$ cat config.mk
export PLATFORM = sky130hd
export DESIGN_NAME = opfetch_unit
export DESIGN_NICKNAME = d
export VERILOG_FILES = /design/src/rtl/opf_pkg.sv /design/src/rtl/opf_addr_gen.sv /design/src/rtl/opf_seq.sv /design/src/rtl/opfetch_unit.sv
export SDC_FILE = /design/constraint.sdc
export NUM_CORES = 1
export LEC_CHECK = 0
export ABC_AREA = 1
export CORE_UTILIZATION = 47
export DETAILED_ROUTE_END_ITERATION = 8
export GPL_TIMING_DRIVEN = 1
export PLACE_DENSITY = 0.81
export SYNTH_ARGS = -nofsm -noshare
export SYNTH_HDL_FRONTEND = slang
export SYNTH_HIERARCHICAL = 1
export SYNTH_SLANG_ARGS = --single-unit
$ cat constraint.sdc
create_clock -name clk -period 1.9 [get_ports clk]
set_input_delay 0.285 -clock clk [delete_from_list [all_inputs] [get_ports clk]]
set_output_delay 0.285 -clock clk [all_outputs]
set_load 0.05 [all_outputs]
$ cat src/rtl/opf_pkg.sv
package opf_pkg;
  typedef enum logic [2:0] {
    AM_IMM  = 3'd0,
    AM_DIR  = 3'd1,
    AM_IND  = 3'd2,
    AM_IDX  = 3'd3,
    AM_RIND = 3'd4,
    AM_STK  = 3'd5
  } amode_t;

  typedef enum logic [1:0] {
    SQ_IDLE   = 2'd0,
    SQ_FIRST  = 2'd1,
    SQ_SECOND = 2'd2
  } sq_state_t;
endpackage

$ cat src/rtl/opf_addr_gen.sv
module opf_addr_gen
  import opf_pkg::*;
#(
  parameter int ADDR_W = 12
) (
  input  logic [2:0]        mode,
  input  logic [ADDR_W-1:0] field,
  input  logic [ADDR_W-1:0] reg_val,
  input  logic [ADDR_W-1:0] sp,
  output logic [ADDR_W-1:0] first_addr,
  output logic              needs_mem,
  output logic              chain,
  output logic              illegal
);
  // the sum keeps ADDR_W bits, so the carry out is dropped (modulo wrap)
  logic [ADDR_W-1:0] idx_sum;
  assign idx_sum = reg_val + field;

  always_comb begin
    first_addr = field;
    needs_mem  = 1'b1;
    chain      = 1'b0;
    illegal    = 1'b0;
    case (amode_t'(mode))
      AM_IMM:  needs_mem  = 1'b0;
      AM_DIR:  first_addr = field;
      AM_IND:  chain      = 1'b1;
      AM_IDX:  first_addr = idx_sum;
      AM_RIND: first_addr = reg_val;
      AM_STK:  first_addr = sp;
      default: begin
        needs_mem = 1'b0;
        illegal   = 1'b1;
      end
    endcase
  end
endmodule

$ cat src/rtl/opf_seq.sv
module opf_seq
  import opf_pkg::*;
#(
  parameter int ADDR_W = 12,
  parameter int DATA_W = 16
) (
  input  logic              clk,
  input  logic              rst_n,
  input  logic              instr_valid,
  output logic              ready,
  input  logic [ADDR_W-1:0] first_addr,
  input  logic              needs_mem,
  input  logic              chain,
  input  logic              illegal,
  input  logic [DATA_W-1:0] imm_val,
  output logic              mem_req,
  output logic [ADDR_W-1:0] mem_addr,
  input  logic              mem_rvalid,
  input  logic [DATA_W-1:0] mem_rdata,
  output logic              done,
  output logic              err,
  output logic [DATA_W-1:0] operand
);
  sq_state_t         st_q, st_d;
  logic [ADDR_W-1:0] addr_q, addr_d;
  logic              chain_q, chain_d;
  logic [DATA_W-1:0] op_q, op_d;
  logic              done_q, done_d, err_q, err_d;
  logic              addr_en, op_en;
  logic              accept;

  assign ready   = (st_q == SQ_IDLE);
  assign accept  = ready && instr_valid;
  assign mem_req = (st_q != SQ_IDLE);
  assign mem_addr = addr_q;
  assign done    = done_q;
  assign err     = err_q;
  assign operand = op_q;

  always_comb begin
    st_d    = st_q;
    addr_d  = addr_q;
    chain_d = chain_q;
    op_d    = op_q;
    addr_en = 1'b0;
    op_en   = 1'b0;
    done_d  = 1'b0;
    err_d   = 1'b0;
    case (st_q)
      SQ_IDLE: begin
        if (instr_valid) begin
          if (illegal) begin
            done_d = 1'b1;
            err_d  = 1'b1;
            op_d   = '0;
            op_en  = 1'b1;
          end else if (!needs_mem) begin
            done_d = 1'b1;
            op_d   = imm_val;
            op_en  = 1'b1;
          end else begin
            st_d    = SQ_FIRST;
            addr_d  = first_addr;
            chain_d = chain;
            addr_en = 1'b1;
          end
        end
      end
      SQ_FIRST: begin
        if (mem_rvalid) begin
          if (chain_q) begin
            st_d    = SQ_SECOND;
            addr_d  = mem_rdata[ADDR_W-1:0];
            addr_en = 1'b1;
          end else begin
            st_d   = SQ_IDLE;
            op_d   = mem_rdata;
            op_en  = 1'b1;
            done_d = 1'b1;
          end
        end
      end
      SQ_SECOND: begin
        if (mem_rvalid) begin
          st_d   = SQ_IDLE;
          op_d   = mem_rdata;
          op_en  = 1'b1;
          done_d = 1'b1;
        end
      end
      default: st_d = SQ_IDLE;
    endcase
  end

  always_ff @(posedge clk or negedge rst_n) begin
    if (!rst_n) begin
      st_q    <= SQ_IDLE;
      addr_q  <= '0;
      chain_q <= 1'b0;
      op_q    <= '0;
      done_q  <= 1'b0;
      err_q   <= 1'b0;
    end else begin
      st_q   <= st_d;
      done_q <= done_d;
      err_q  <= err_d;
      if (addr_en) begin
        addr_q  <= addr_d;
        chain_q <= chain_d;
      end
      if (op_en) op_q <= op_d;
    end
  end


  imm_done_chk: assert property (@(posedge clk) disable iff (!rst_n)
    (accept && !needs_mem && !illegal) |=> (done && !err && operand == $past(imm_val)));


  illegal_done_chk: assert property (@(posedge clk) disable iff (!rst_n)
    (accept && illegal) |=> (done && err && operand == '0));


  err_with_done_chk: assert property (@(posedge clk) disable iff (!rst_n)
    err |-> done);


  req_hold_chk: assert property (@(posedge clk) disable iff (!rst_n)
    (mem_req && !mem_rvalid) |=> (mem_req && $stable(mem_addr)));


  chain_addr_chk: assert property (@(posedge clk) disable iff (!rst_n)
    (st_q == SQ_FIRST && chain_q && mem_rvalid) |=>
      (mem_req && mem_addr == $past(mem_rdata[ADDR_W-1:0])));


  busy_not_ready_chk: assert property (@(posedge clk) disable iff (!rst_n)
    mem_req |-> !ready);
endmodule

$ cat src/rtl/opfetch_unit.sv
module opfetch_unit #(
  parameter int ADDR_W = 12,
  parameter int DATA_W = 16,
  parameter int NREG   = 8,
  localparam int RSEL_W = (NREG > 1) ? $clog2(NREG) : 1
) (
  input  logic              clk,
  input  logic              rst_n,
  input  logic              instr_valid,
  input  logic [2:0]        instr_mode,
  input  logic [ADDR_W-1:0] instr_field,
  input  logic [RSEL_W-1:0] instr_reg,
  output logic              instr_ready,
  output logic [RSEL_W-1:0] rf_sel,
  input  logic [ADDR_W-1:0] rf_data,
  input  logic [ADDR_W-1:0] stack_ptr,
  output logic              mem_req,
  output logic [ADDR_W-1:0] mem_addr,
  input  logic              mem_rvalid,
  input  logic [DATA_W-1:0] mem_rdata,
  output logic              opnd_done,
  output logic              opnd_err,
  output logic [DATA_W-1:0] opnd_value
);
  localparam int PAD_W = DATA_W - ADDR_W;

  logic [ADDR_W-1:0] first_addr;
  logic              needs_mem, chain, illegal;
  logic [DATA_W-1:0] imm_val;

  assign rf_sel = instr_reg;

  generate
    if (PAD_W > 0) begin : g_pad
      assign imm_val = {{PAD_W{1'b0}}, instr_field};
    end else begin : g_trunc
      assign imm_val = instr_field[DATA_W-1:0];
    end
  endgenerate

  opf_addr_gen #(.ADDR_W(ADDR_W)) u_agen (
    .mode       (instr_mode),
    .field      (instr_field),
    .reg_val    (rf_data),
    .sp         (stack_ptr),
    .first_addr (first_addr),
    .needs_mem  (needs_mem),
    .chain      (chain),
    .illegal    (illegal)
  );

  opf_seq #(.ADDR_W(ADDR_W), .DATA_W(DATA_W)) u_seq (
    .clk         (clk),
    .rst_n       (rst_n),
    .instr_valid (instr_valid),
    .ready       (instr_ready),
    .first_addr  (first_addr),
    .needs_mem   (needs_mem),
    .chain       (chain),
    .illegal     (illegal),
    .imm_val     (imm_val),
    .mem_req     (mem_req),
    .mem_addr    (mem_addr),
    .mem_rvalid  (mem_rvalid),
    .mem_rdata   (mem_rdata),
    .done        (opnd_done),
    .err         (opnd_err),
    .operand     (opnd_value)
  );
endmodule

==> impl_metrics.json, run 1 <==
{
  "crit_path_start": "instr_field[6]",
  "fraction_of_final_layout_cells_sized_beyond_drive_strength_1_pct": 23.0,
  "max_slew_margin_pct": 63.1,
  "route.vias.total": 3675,
  "setup.worst_path.start_class": "primary input",
  "finalSetupViolCount": 0,
  "finalClockSkew_ns": 0.00887,
  "power_density_nw_per_um2": 1240,
  "routedWlPerCell_um": 15.3,
  "antenna_diode_count": 0,
  "max_freq_mhz": 537,
  "utilization_pct": 78.2,
  "drt_first_iter_violations": 350,
  "yosys-top-cells-area": "sky130_fd_sc_hd__dfrtp_1, sky130_fd_sc_hd__nand2_1, sky130_fd_sc_hd__ha_1",
  "worstSetupPathDepth": 14,
  "yosysWarnings": 6,
  "cts_inserted_buffers": 5,
  "syn_inst": 450,
  "timing.critical_path.required_ns": 2.12,
  "synth_top_area_share_pct": 27.7,
  "synthToLayoutAreaGrowth_pct": 58.3,
  "cts_tree": "yes",
  "yosys.cell_types.count": 33,
  "chipHeight_um": 81.6,
  "crit_path_max_incr_delay_ns": 0.28,
  "first_global_vias": 3334,
  "final_common_cell": "sky130_fd_sc_hd__nand2_1",
  "criticalPathCategory": "in2reg",
  "vdd_drop_max_v": 0.00126,
  "crit_path_max_fanout": 4,
  "layout_common_cells": "sky130_fd_sc_hd__nand2_1, sky130_fd_sc_hd__clkdlybuf4s50_1, sky130_fd_sc_hd__buf_4",
  "first_pass_grt_wire_length_um": 14800,
  "rr_startpoint": "u_seq/st_q[0]",
  "report.final.hold_viol_count": 0,
  "worstMarginPinSlew_ns": 0.552,
  "hold-worst-slack_ns": 0.394,
  "number_of_input_and_output_port_buffers_inserted": 90,
  "min_period_ns": 1.86,
  "post_synthesis_async_set_or_reset_flop_share_pct": 100,
  "ant_nets": 0,
  "num-fill-cells": 450,
  "timing.critical_path.arrival_ns": 2.08,
  "synth_enable_flop_cells": 0,
  "rr_endpoint": "u_seq/operand[11]",
  "clk-insertion-delay-late_ns": 0.29,
  "wirelength_um": 10300,
  "yosysSeqAreaShare_pct": 27.7,
  "report.final.slew_viol_count": 0,
  "critPathTopFamily": "simple AND/OR/NAND/NOR gates",
  "syn-mean-instance-area_sq_um": 6.62,
  "cts_hold_buf": 0,
  "most_frequent_cell_on_the_critical_path": "sky130_fd_sc_hd__nand2_1",
  "timing.setup.tns_ns": 0,
  "ctsLongestPathBuffers": 2,
  "antenna_found_initial": 0,
  "clkTransAtPathRegs_ns": 0.07,
  "placeableCoreArea_sq_um": 6030,
  "overflow": 0,
  "post_dp_cell_area_sq_um": 4320,
  "synth-seq-cells": 33,
  "finalCritPeriodShare_pct": 98.0,
  "finish.instance_area_sq_um": 4710,
  "num_io_pins": 97,
  "max_cap_violation_count": 0,
  "critical_path_buf_inv_count": 2,
  "status": "completed",
  "gpl.final_weighted_congestion": 0.960,
  "top_reg_cell_synth": "sky130_fd_sc_hd__dfrtp_1",
  "reg2reg_setup_slack_ns": 0.19,
  "numPlacedInstances": 656,
  "timing.critical_path.slowest_stage_cell": "sky130_fd_sc_hd__dlygate4sd2_1",
  "timing.critical_path.cells": "dlygate4sd2_1 > ha_4 > nand2_1 > nand2_1 > buf_4 > a21oi_1 > nand3_1 > nand2_1 > nand3_1 > a21oi_2 > nor2_1 > a21oi_1 > nand3_1 > nand2_1",
  "route.detailed.drc": 0,
  "finish.net_count": 677,
  "total_leakage_power_uw": 0.00243,
  "worst_setup_path_end_kind": "register",
  "initial_utilization_pct": 49.4,
  "row_count": 28,
  "min-delay-path-class": "in2async",
  "cts_root_buffer_type": "sky130_fd_sc_hd__clkbuf_8",
  "r2r_cells": 8,
  "die_area_sq_um": 6660,
  "via_density_per_instance": 5.48,
  "grt_max_degree": 34,
  "track_usage_pct": 29.1,
  "instances_no_fill": 671,
  "clock_tree.htree_level_count": 2,
  "drt_pass1_iterations": 5,
  "synthesis.area_sq_um": 2980,
  "detailed_place_hpwl_um": 7240,
  "synth_top_cell_by_area": "sky130_fd_sc_hd__dfrtp_1",
  "horizontal_die_dimension_um": 81.6,
  "critPathCapture": "u_seq/mem_addr[9]",
  "cts.sink_count": 33
}
metrics by stage:
step	power (uW)	setup slack [ns]
floorplan	3700	0.0146
global placement	5020	-0.522
detailed placement	5110	-0.577
CTS	5660	0.0120
global route	6180	-0.0802
finish	5850	0.0381
sequential cells by signal, summed over array words and instances (netlist names):
signal	cells
u_seq/err	1
u_seq/st_q	2
u_seq/operand	16
u_seq/chain_q	1
u_seq/done	1
u_seq/mem_addr	12
per-layer routing:
metal	share of wire, %	vias to the layer above	track usage (%)
met5	0	-	0
met4	2.7	0	10.0
met3	7.1	33	3.78
met2	50	186	52.8
met1	41	1701	35.0
li1	-	1755	-
worst reg2reg max path, stage by stage, from the launching register on:
cell and delay (ns):
sky130_fd_sc_hd__dfrtp_1 0.46, sky130_fd_sc_hd__inv_1 0.10, sky130_fd_sc_hd__ha_2 0.27, sky130_fd_sc_hd__nand2_1 0.13
sky130_fd_sc_hd__nand3_2 0.09, sky130_fd_sc_hd__nor2_4 0.21, sky130_fd_sc_hd__nand3_4 0.16, sky130_fd_sc_hd__nand2_1 0.11
sky130_fd_sc_hd__nand2_1 0.06
layout make-up:
cell class	instances	area (sq um)	share of cell area (%)
repair buffers	154	1440	30.6
inverters	47	179	3.80
well taps	75	93.8	1.99
clock inverters	2	10.0	0.212
multi-input cells	354	2090	44.4
flip-flops and latches	33	826	17.5
clock buffers	6	72.6	1.54
worst min path at each step:
stage / startpoint / to / depth (start not counted)
finish: rst_n / u_seq/operand[1] / 2
global route: rst_n / u_seq/operand[0] / 2
CTS: rst_n / u_seq/operand[1] / 2
detailed placement: u_seq/operand[10] / u_seq/operand[10] / 2
global placement: u_seq/operand[3] / u_seq/operand[3] / 2
floorplan: rst_n / u_seq/chain_q / 0
Yosys cell counts, types with 2 or more instances:
cell type / n
sky130_fd_sc_hd__nand2_1: 170
sky130_fd_sc_hd__a31oi_1: 3
sky130_fd_sc_hd__nor3_1: 3
sky130_fd_sc_hd__mux2_2: 9
sky130_fd_sc_hd__inv_2: 3
sky130_fd_sc_hd__nand3_1: 45
sky130_fd_sc_hd__nor2_1: 18
sky130_fd_sc_hd__nand2_2: 2
sky130_fd_sc_hd__nor2_4: 3
sky130_fd_sc_hd__a21oi_1: 18
sky130_fd_sc_hd__buf_2: 6
sky130_fd_sc_hd__clkbuf_1: 2
sky130_fd_sc_hd__inv_1: 42
sky130_fd_sc_hd__nand3b_1: 4
sky130_fd_sc_hd__or2_2: 4
sky130_fd_sc_hd__buf_6: 3
sky130_fd_sc_hd__dfrtp_1: 33
sky130_fd_sc_hd__nand4_1: 22
sky130_fd_sc_hd__ha_1: 19
sky130_fd_sc_hd__buf_4: 9
sky130_fd_sc_hd__o21ai_0: 20
kinds of logic (layout without fill, tap and decap cells):
family          after synthesis  count (layout)  share of synthesized area (%)
compound gates               44              44                           7.90
xor+xnor                      1               1                          0.294
fa+ha+maj                    20              20                           8.66
buf+inv                      67             209                           10.6
flops                        33              33                           27.7
mux                          10              10                           3.74
other cells                   1               4                          0.126
simple gates                274             275                           40.9
where the power goes:
group          leakage, uW  internal (uW)  switching, uW
clock            0.0000450            254            260
combinational      0.00196           1550           2610
sequential        0.000422            995            191
repair_timing:
action | CTS | global route
gates resized for setup | 30 | 48
cloned | 0 | 2
pin swaps | 7 | 9
endpoints found under the hold margin | 0 | 0
setup buffers | 2 | 3
setup endpoints to repair | 10 | 24
No activity file was read; power rests on OpenSTA's default activity.
==> inputs of run 2 (changes only) <==
- GPL_TIMING_DRIVEN: 1 -> 0
==> impl_metrics.json, run 2 (same netlist as run 1, synthesis figures left out) <==
{
  "status": "completed",
  "min-delay-path-class": "in2async",
  "finalCritPeriodShare_pct": 97.7,
  "first_pass_grt_wire_length_um": 14500,
  "worstMarginPinSlew_ns": 0.725,
  "ant_nets": 0,
  "timing.critical_path.arrival_ns": 2.02,
  "route.vias.total": 3493,
  "num-fill-cells": 516,
  "cts_inserted_buffers": 5,
  "clkTransAtPathRegs_ns": 0.07,
  "finalSetupViolCount": 0,
  "total_power_uw": 5670,
  "power_density_nw_per_um2": 1290,
  "synthToLayoutAreaGrowth_pct": 47.7,
  "criticalPathCategory": "in2reg",
  "number_of_input_and_output_port_buffers_inserted": 93,
  "drt_first_iter_violations": 287,
  "instances_no_fill": 643,
  "finalClockSkew_ns": 0.00599,
  "worst_setup_path_end_kind": "register",
  "crit_path_max_fanout": 6,
  "antenna_diode_count": 0,
  "horizontal_die_dimension_um": 81.6,
  "route.detailed.drc": 0,
  "chipHeight_um": 81.6,
  "reg2reg_setup_slack_ns": 0.11,
  "r2r_cells": 8,
  "fraction_of_final_layout_cells_sized_beyond_drive_strength_1_pct": 19.0,
  "cts_root_buffer_type": "sky130_fd_sc_hd__clkbuf_8",
  "die_area_sq_um": 6660,
  "antenna_found_initial": 0,
  "setup.worst_path.start_class": "primary input",
  "gpl.final_weighted_congestion": 0.992,
  "max_freq_mhz": 539,
  "placeableCoreArea_sq_um": 6030,
  "drt_pass1_iterations": 5,
  "layout_common_cells": "sky130_fd_sc_hd__nand2_1, sky130_fd_sc_hd__clkdlybuf4s50_1, sky130_fd_sc_hd__nand3_1",
  "vdd_drop_max_v": 0.00115,
  "clock_tree.htree_level_count": 2,
  "via_density_per_instance": 5.43,
  "ctsLongestPathBuffers": 2,
  "detailed_place_hpwl_um": 7010,
  "cts.sink_count": 33,
  "timing.critical_path.required_ns": 2.07,
  "report.final.slew_viol_count": 0,
  "finish.net_count": 649,
  "report.final.hold_viol_count": 0,
  "row_count": 28,
  "largest_register_ffs": 16,
  "overflow": 0,
  "grt_max_degree": 34,
  "routedWlPerCell_um": 14.6,
  "numPlacedInstances": 621,
  "rr_endpoint": "u_seq/operand[0]",
  "final_common_cell": "sky130_fd_sc_hd__nand2_1",
  "finish.instance_area_sq_um": 4400,
  "post_dp_cell_area_sq_um": 4010,
  "cts_tree": "yes",
  "cts_hold_buf": 0,
  "initial_utilization_pct": 49.4,
  "clk-insertion-delay-late_ns": 0.28,
  "total_leakage_power_uw": 0.00224,
  "wirelength_um": 9390,
  "num_io_pins": 97,
  "rr_startpoint": "u_seq/st_q[0]",
  "min_period_ns": 1.86,
  "track_usage_pct": 28.3,
  "rsz0062_at_grt": "yes",
  "max_slew_margin_pct": 51.7,
  "first_global_vias": 3336,
  "max_cap_violation_count": 0
}
==> run 2: final cells by class <==
type                            instances  area, sq um  area share (%)
Buffer                                 20          153            3.47
Inverter                               47          178            4.04
Clock inverter                          1         5.00           0.114
Tap cell                               75         93.8            2.13
Multi-Input combinational cell        353         2050            46.6
Sequential cell                        33          827            18.8
Timing Repair Buffer                  107          995            22.6
Clock buffer                            7         96.3            2.19
==> run 2: how the worst max path moves through the flow <==
stage,startpoint,end,slack (ns),cells after the start
final,rf_data[2],u_seq/mem_addr[7],0.04,12
after global routing,rf_data[2],u_seq/mem_addr[7],-0.04,12
after CTS,rf_data[9],u_seq/mem_addr[10],0.01,12
after detailed placement,instr_field[0],u_seq/mem_addr[8],-0.73,17
after global placement,instr_field[0],u_seq/mem_addr[8],-0.69,17
after floorplan,instr_field[0],u_seq/mem_addr[8],0.01,16
==> run 2: what timing repair did <==
item | CTS | global route
setup buffers | 4 | 10
resized for setup | 55 | 34
gates cloned | 0 | 0
pin swaps | 6 | 9
setup endpoints to repair | 32 | 26
==> run 2: through the flow <==
step	setup slack [ns]	setup TNS (ns)	util (%)	hold slack (ns)
final	0.0442	0	73.0	0.0557
after floorplan	0.0146	0	-	-0.0106
after global routing	-0.0368	-0.0716	73.0	0.116
after CTS	0.0139	0	70.7	0.0804
after global placement	-0.692	-16.57	66.7	0.455
after detailed placement	-0.733	-15.63	66.6	0.381
==> run 2: worst max-delay path: stages <==
cell and delay [ns]:
sky130_fd_sc_hd__dlygate4sd2_1 0.28, sky130_fd_sc_hd__ha_4 0.28, sky130_fd_sc_hd__nand3_1 0.10, sky130_fd_sc_hd__nand3_2 0.11
sky130_fd_sc_hd__nand2_1 0.10, sky130_fd_sc_hd__nand2_2 0.07, sky130_fd_sc_hd__or2_2 0.27, sky130_fd_sc_hd__nand3_1 0.07
sky130_fd_sc_hd__nand2_1 0.05, sky130_fd_sc_hd__mux2_2 0.26, sky130_fd_sc_hd__nand3_1 0.09, sky130_fd_sc_hd__nand2_1 0.07
==> run 2: per-layer routing <==
metal / wire (um) / up-vias / part of all wire [%] / track usage, %
met1: 3920 / 1616 / 42 / 35.7
met5: 0 / - / 0 / 0
li1: - / 1694 / - / -
met4: 174 / 0 / 1.9 / 8.77
met2: 4620 / 167 / 49 / 49.7
met3: 676 / 16 / 7.2 / 3.78
==> run 2: power by group <==
group	total, uW	internal, uW	switching (uW)
Combinational	3910	1370	2540
Sequential	1180	998	187
Clock	574	327	247
Total	5670	2700	2980
==> inputs of run 3 (changes only) <==
- ABC_AREA: 1 -> default
- CORE_ASPECT_RATIO: default -> 1.25
- CORE_UTILIZATION: 47 -> 46
- CTS_CLUSTER_DIAMETER: default -> 150
- PLACE_DENSITY: 0.81 -> 0.82
==> impl_metrics.json, run 3 <==
{
  "status": "finished, violations left",
  "violations": "design-rule violations, negative setup slack",
  "yosys.cell_types.count": 54,
  "rr_startpoint": "u_seq/st_q[1]",
  "cts_root_buffer_type": "sky130_fd_sc_hd__clkbuf_8",
  "max_slew_margin_pct": 50.6,
  "r2r_cells": 8,
  "timing.critical_path.arrival_ns": 2.26,
  "finalClockSkew_ns": 0.0107,
  "finalSetupViolCount": 28,
  "die_area_sq_um": 6260,
  "cell_internal_power_uw": 3270,
  "largest_register_ffs": 16,
  "grt_max_degree": 34,
  "crit_path_max_incr_delay_ns": 0.41,
  "antenna_found_initial": 0,
  "report.final.slew_viol_count": 0,
  "drt_pass1_iterations": 6,
  "overflow": 0,
  "setup.worst_path.start_class": "register",
  "max_freq_mhz": 480,
  "first_global_vias": 2685,
  "track_usage_pct": 26.6,
  "yosysWarnings": 6,
  "report.final.hold_viol_count": 0,
  "ant_nets": 0,
  "most_frequent_cell_on_the_critical_path": "sky130_fd_sc_hd__buf_6",
  "detailed_place_hpwl_um": 6050,
  "timing.critical_path.cells": "inv_2 > ha_4 > buf_6 > a221o_2 > a211oi_4 > buf_6 > clkbuf_16 > mux2_4",
  "row_count": 31,
  "cts_inserted_buffers": 5,
  "horizontal_die_dimension_um": 71.0,
  "critPathTopFamily": "buffers and inverters",
  "instances_no_fill": 471,
  "first_pass_grt_wire_length_um": 12800,
  "timing.setup.tns_ns": -3.24,
  "final_common_cell": "sky130_fd_sc_hd__clkdlybuf4s50_1",
  "wirelength_um": 8690,
  "max_cap_violation_count": 0,
  "placeableCoreArea_sq_um": 5780,
  "route.detailed.drc": 8,
  "synth_top_area_share_pct": 30.2,
  "sequential_power_share_pct": 20.2,
  "layout_common_cells": "sky130_fd_sc_hd__clkdlybuf4s50_1, sky130_fd_sc_hd__dfrtp_1, sky130_fd_sc_hd__a21oi_1, sky130_fd_sc_hd__mux2i_1, sky130_fd_sc_hd__nor2_1",
  "top_reg_cell_synth": "sky130_fd_sc_hd__dfrtp_1",
  "power_frac_clock_pct": 11.2,
  "critical_path_buf_inv_count": 4,
  "syn_inst": 282,
  "min-delay-path-class": "in2async",
  "yosys-top-cells-area": "sky130_fd_sc_hd__dfrtp_1, sky130_fd_sc_hd__mux2i_1, sky130_fd_sc_hd__ha_1",
  "vdd_drop_max_v": 0.000622,
  "numPlacedInstances": 443,
  "worst_case_setup_margin_in_the_final_layout_ns": -0.185,
  "crit_path_start": "u_seq/st_q[1]",
  "initial_utilization_pct": 47.3,
  "p_switching_uw": 2890,
  "cts_tree": "yes",
  "most_frequently_used_cell_type_in_the_post_synthesis_netlist": "sky130_fd_sc_hd__dfrtp_1",
  "route.vias.total": 2710,
  "synth_enable_flop_cells": 0,
  "synth-seq-cells": 33,
  "antenna_diode_count": 0,
  "synthesis.area_sq_um": 2740,
  "synth_commonest_cells": "sky130_fd_sc_hd__dfrtp_1, sky130_fd_sc_hd__a21oi_1, sky130_fd_sc_hd__mux2i_1, sky130_fd_sc_hd__nor2_1, sky130_fd_sc_hd__ha_1",
  "cts_hold_buf": 0,
  "finalCritPeriodShare_pct": 110,
  "via_density_per_instance": 5.75,
  "min_period_ns": 2.09,
  "finish.net_count": 486,
  "clock_tree.htree_level_count": 2,
  "synthToLayoutAreaGrowth_pct": 57.5,
  "number_of_input_and_output_port_buffers_inserted": 92,
  "post_synthesis_async_set_or_reset_flop_share_pct": 100,
  "timing.critical_path.slowest_stage_cell": "sky130_fd_sc_hd__dfrtp_1",
  "rsz0062_at_grt": "yes",
  "chipHeight_um": 88.2,
  "rr_endpoint": "u_seq/operand[7]",
  "power_density_nw_per_um2": 1430,
  "gpl.final_weighted_congestion": 0.925,
  "clk-insertion-delay-late_ns": 0.29,
  "power.share.combinational_pct": 68.6,
  "cts.sink_count": 33,
  "num_io_pins": 97,
  "drt_first_iter_violations": 140,
  "worst_setup_path_end_kind": "register",
  "timing.critical_path.required_ns": 2.07,
  "fraction_of_final_layout_cells_sized_beyond_drive_strength_1_pct": 27.2,
  "sw_share_pct": 46.9,
  "syn-mean-instance-area_sq_um": 9.70,
  "ctsLongestPathBuffers": 2,
  "crit_path_max_fanout": 5,
  "reg2reg_setup_slack_ns": -0.19,
  "total_leakage_power_uw": 0.00187,
  "clkTransAtPathRegs_ns": 0.07,
  "yosysSeqAreaShare_pct": 30.2,
  "routedWlPerCell_um": 18.5,
  "worstMarginPinSlew_ns": 0.741,
  "synth_top_cell_by_area": "sky130_fd_sc_hd__dfrtp_1",
  "criticalPathCategory": "reg2reg"
}
[run 3: stage by stage]
step	utilization (%)	total power [uW]	setup slack, ns	area (sq um)	hold WS [ns]
global route	74.5	6390	-0.220	4310	0.104
CTS	72.0	5870	-0.161	4160	0.0698
global placement	65.4	4820	-1.13	3780	0.495
detailed placement	65.3	4900	-1.18	3780	0.385
finish	74.5	6160	-0.185	4310	0.0477
floorplan	-	3770	-0.283	2780	-0.0106
[run 3: logic make-up after synthesis]
family          Yosys count  share of synthesized area, %
mux                      42                          17.3
simple gates             63                          11.9
flops                    33                          30.2
other cells               1                         0.137
fa+ha+maj                20                          9.42
compound gates           88                          22.6
buf+inv                  26                          5.49
xor+xnor                  9                          2.88
[run 3: routing by layer]
layer  GRT usage, %  wire (um)
met1           30.5       3360
met2           50.4       4710
met3           2.73        373
met4           11.5        249
met5              0          0
[run 3: layout make-up]
class                           count  area [sq um]
Tap cell                           66          82.6
Sequential cell                    33           827
Inverter                           10          41.3
Timing Repair Buffer              113          1100
Buffer                             15           140
Multi-Input combinational cell    226          2000
Fill cell                         398          1470
Clock buffer                        7          86.3
Clock inverter                      1          30.0
[run 3: what timing repair did]
item / in CTS / in global routing
setup endpoints to repair: 30 / 29
setup buffers: 12 / 7
gates cloned: 0 / 2
endpoints found under the hold margin: 0 / 0
resized for setup: 71 / 18
pin swaps: 13 / 11
[run 3: power groups by stage]
stage,combinational (uW),sequential (uW),clock (uW)
after floorplan,1510,2260,0
after global placement,3590,1230,0
after detailed placement,3660,1240,0
after CTS,3940,1230,696
after global routing,4380,1270,740
final,4220,1240,692
[run 3: how the worst max path moves through the flow]
stage	endpoint	slack [ns]	cells past startpoint
2_1_floorplan	u_seq/operand[0]	-0.28	7
3_3_place_gp	u_seq/operand[15]	-1.13	9
3_5_place_dp	u_seq/operand[1]	-1.18	9
4_1_cts	u_seq/operand[5]	-0.16	8
5_1_grt	u_seq/operand[7]	-0.22	9
6_report	u_seq/operand[7]	-0.19	8
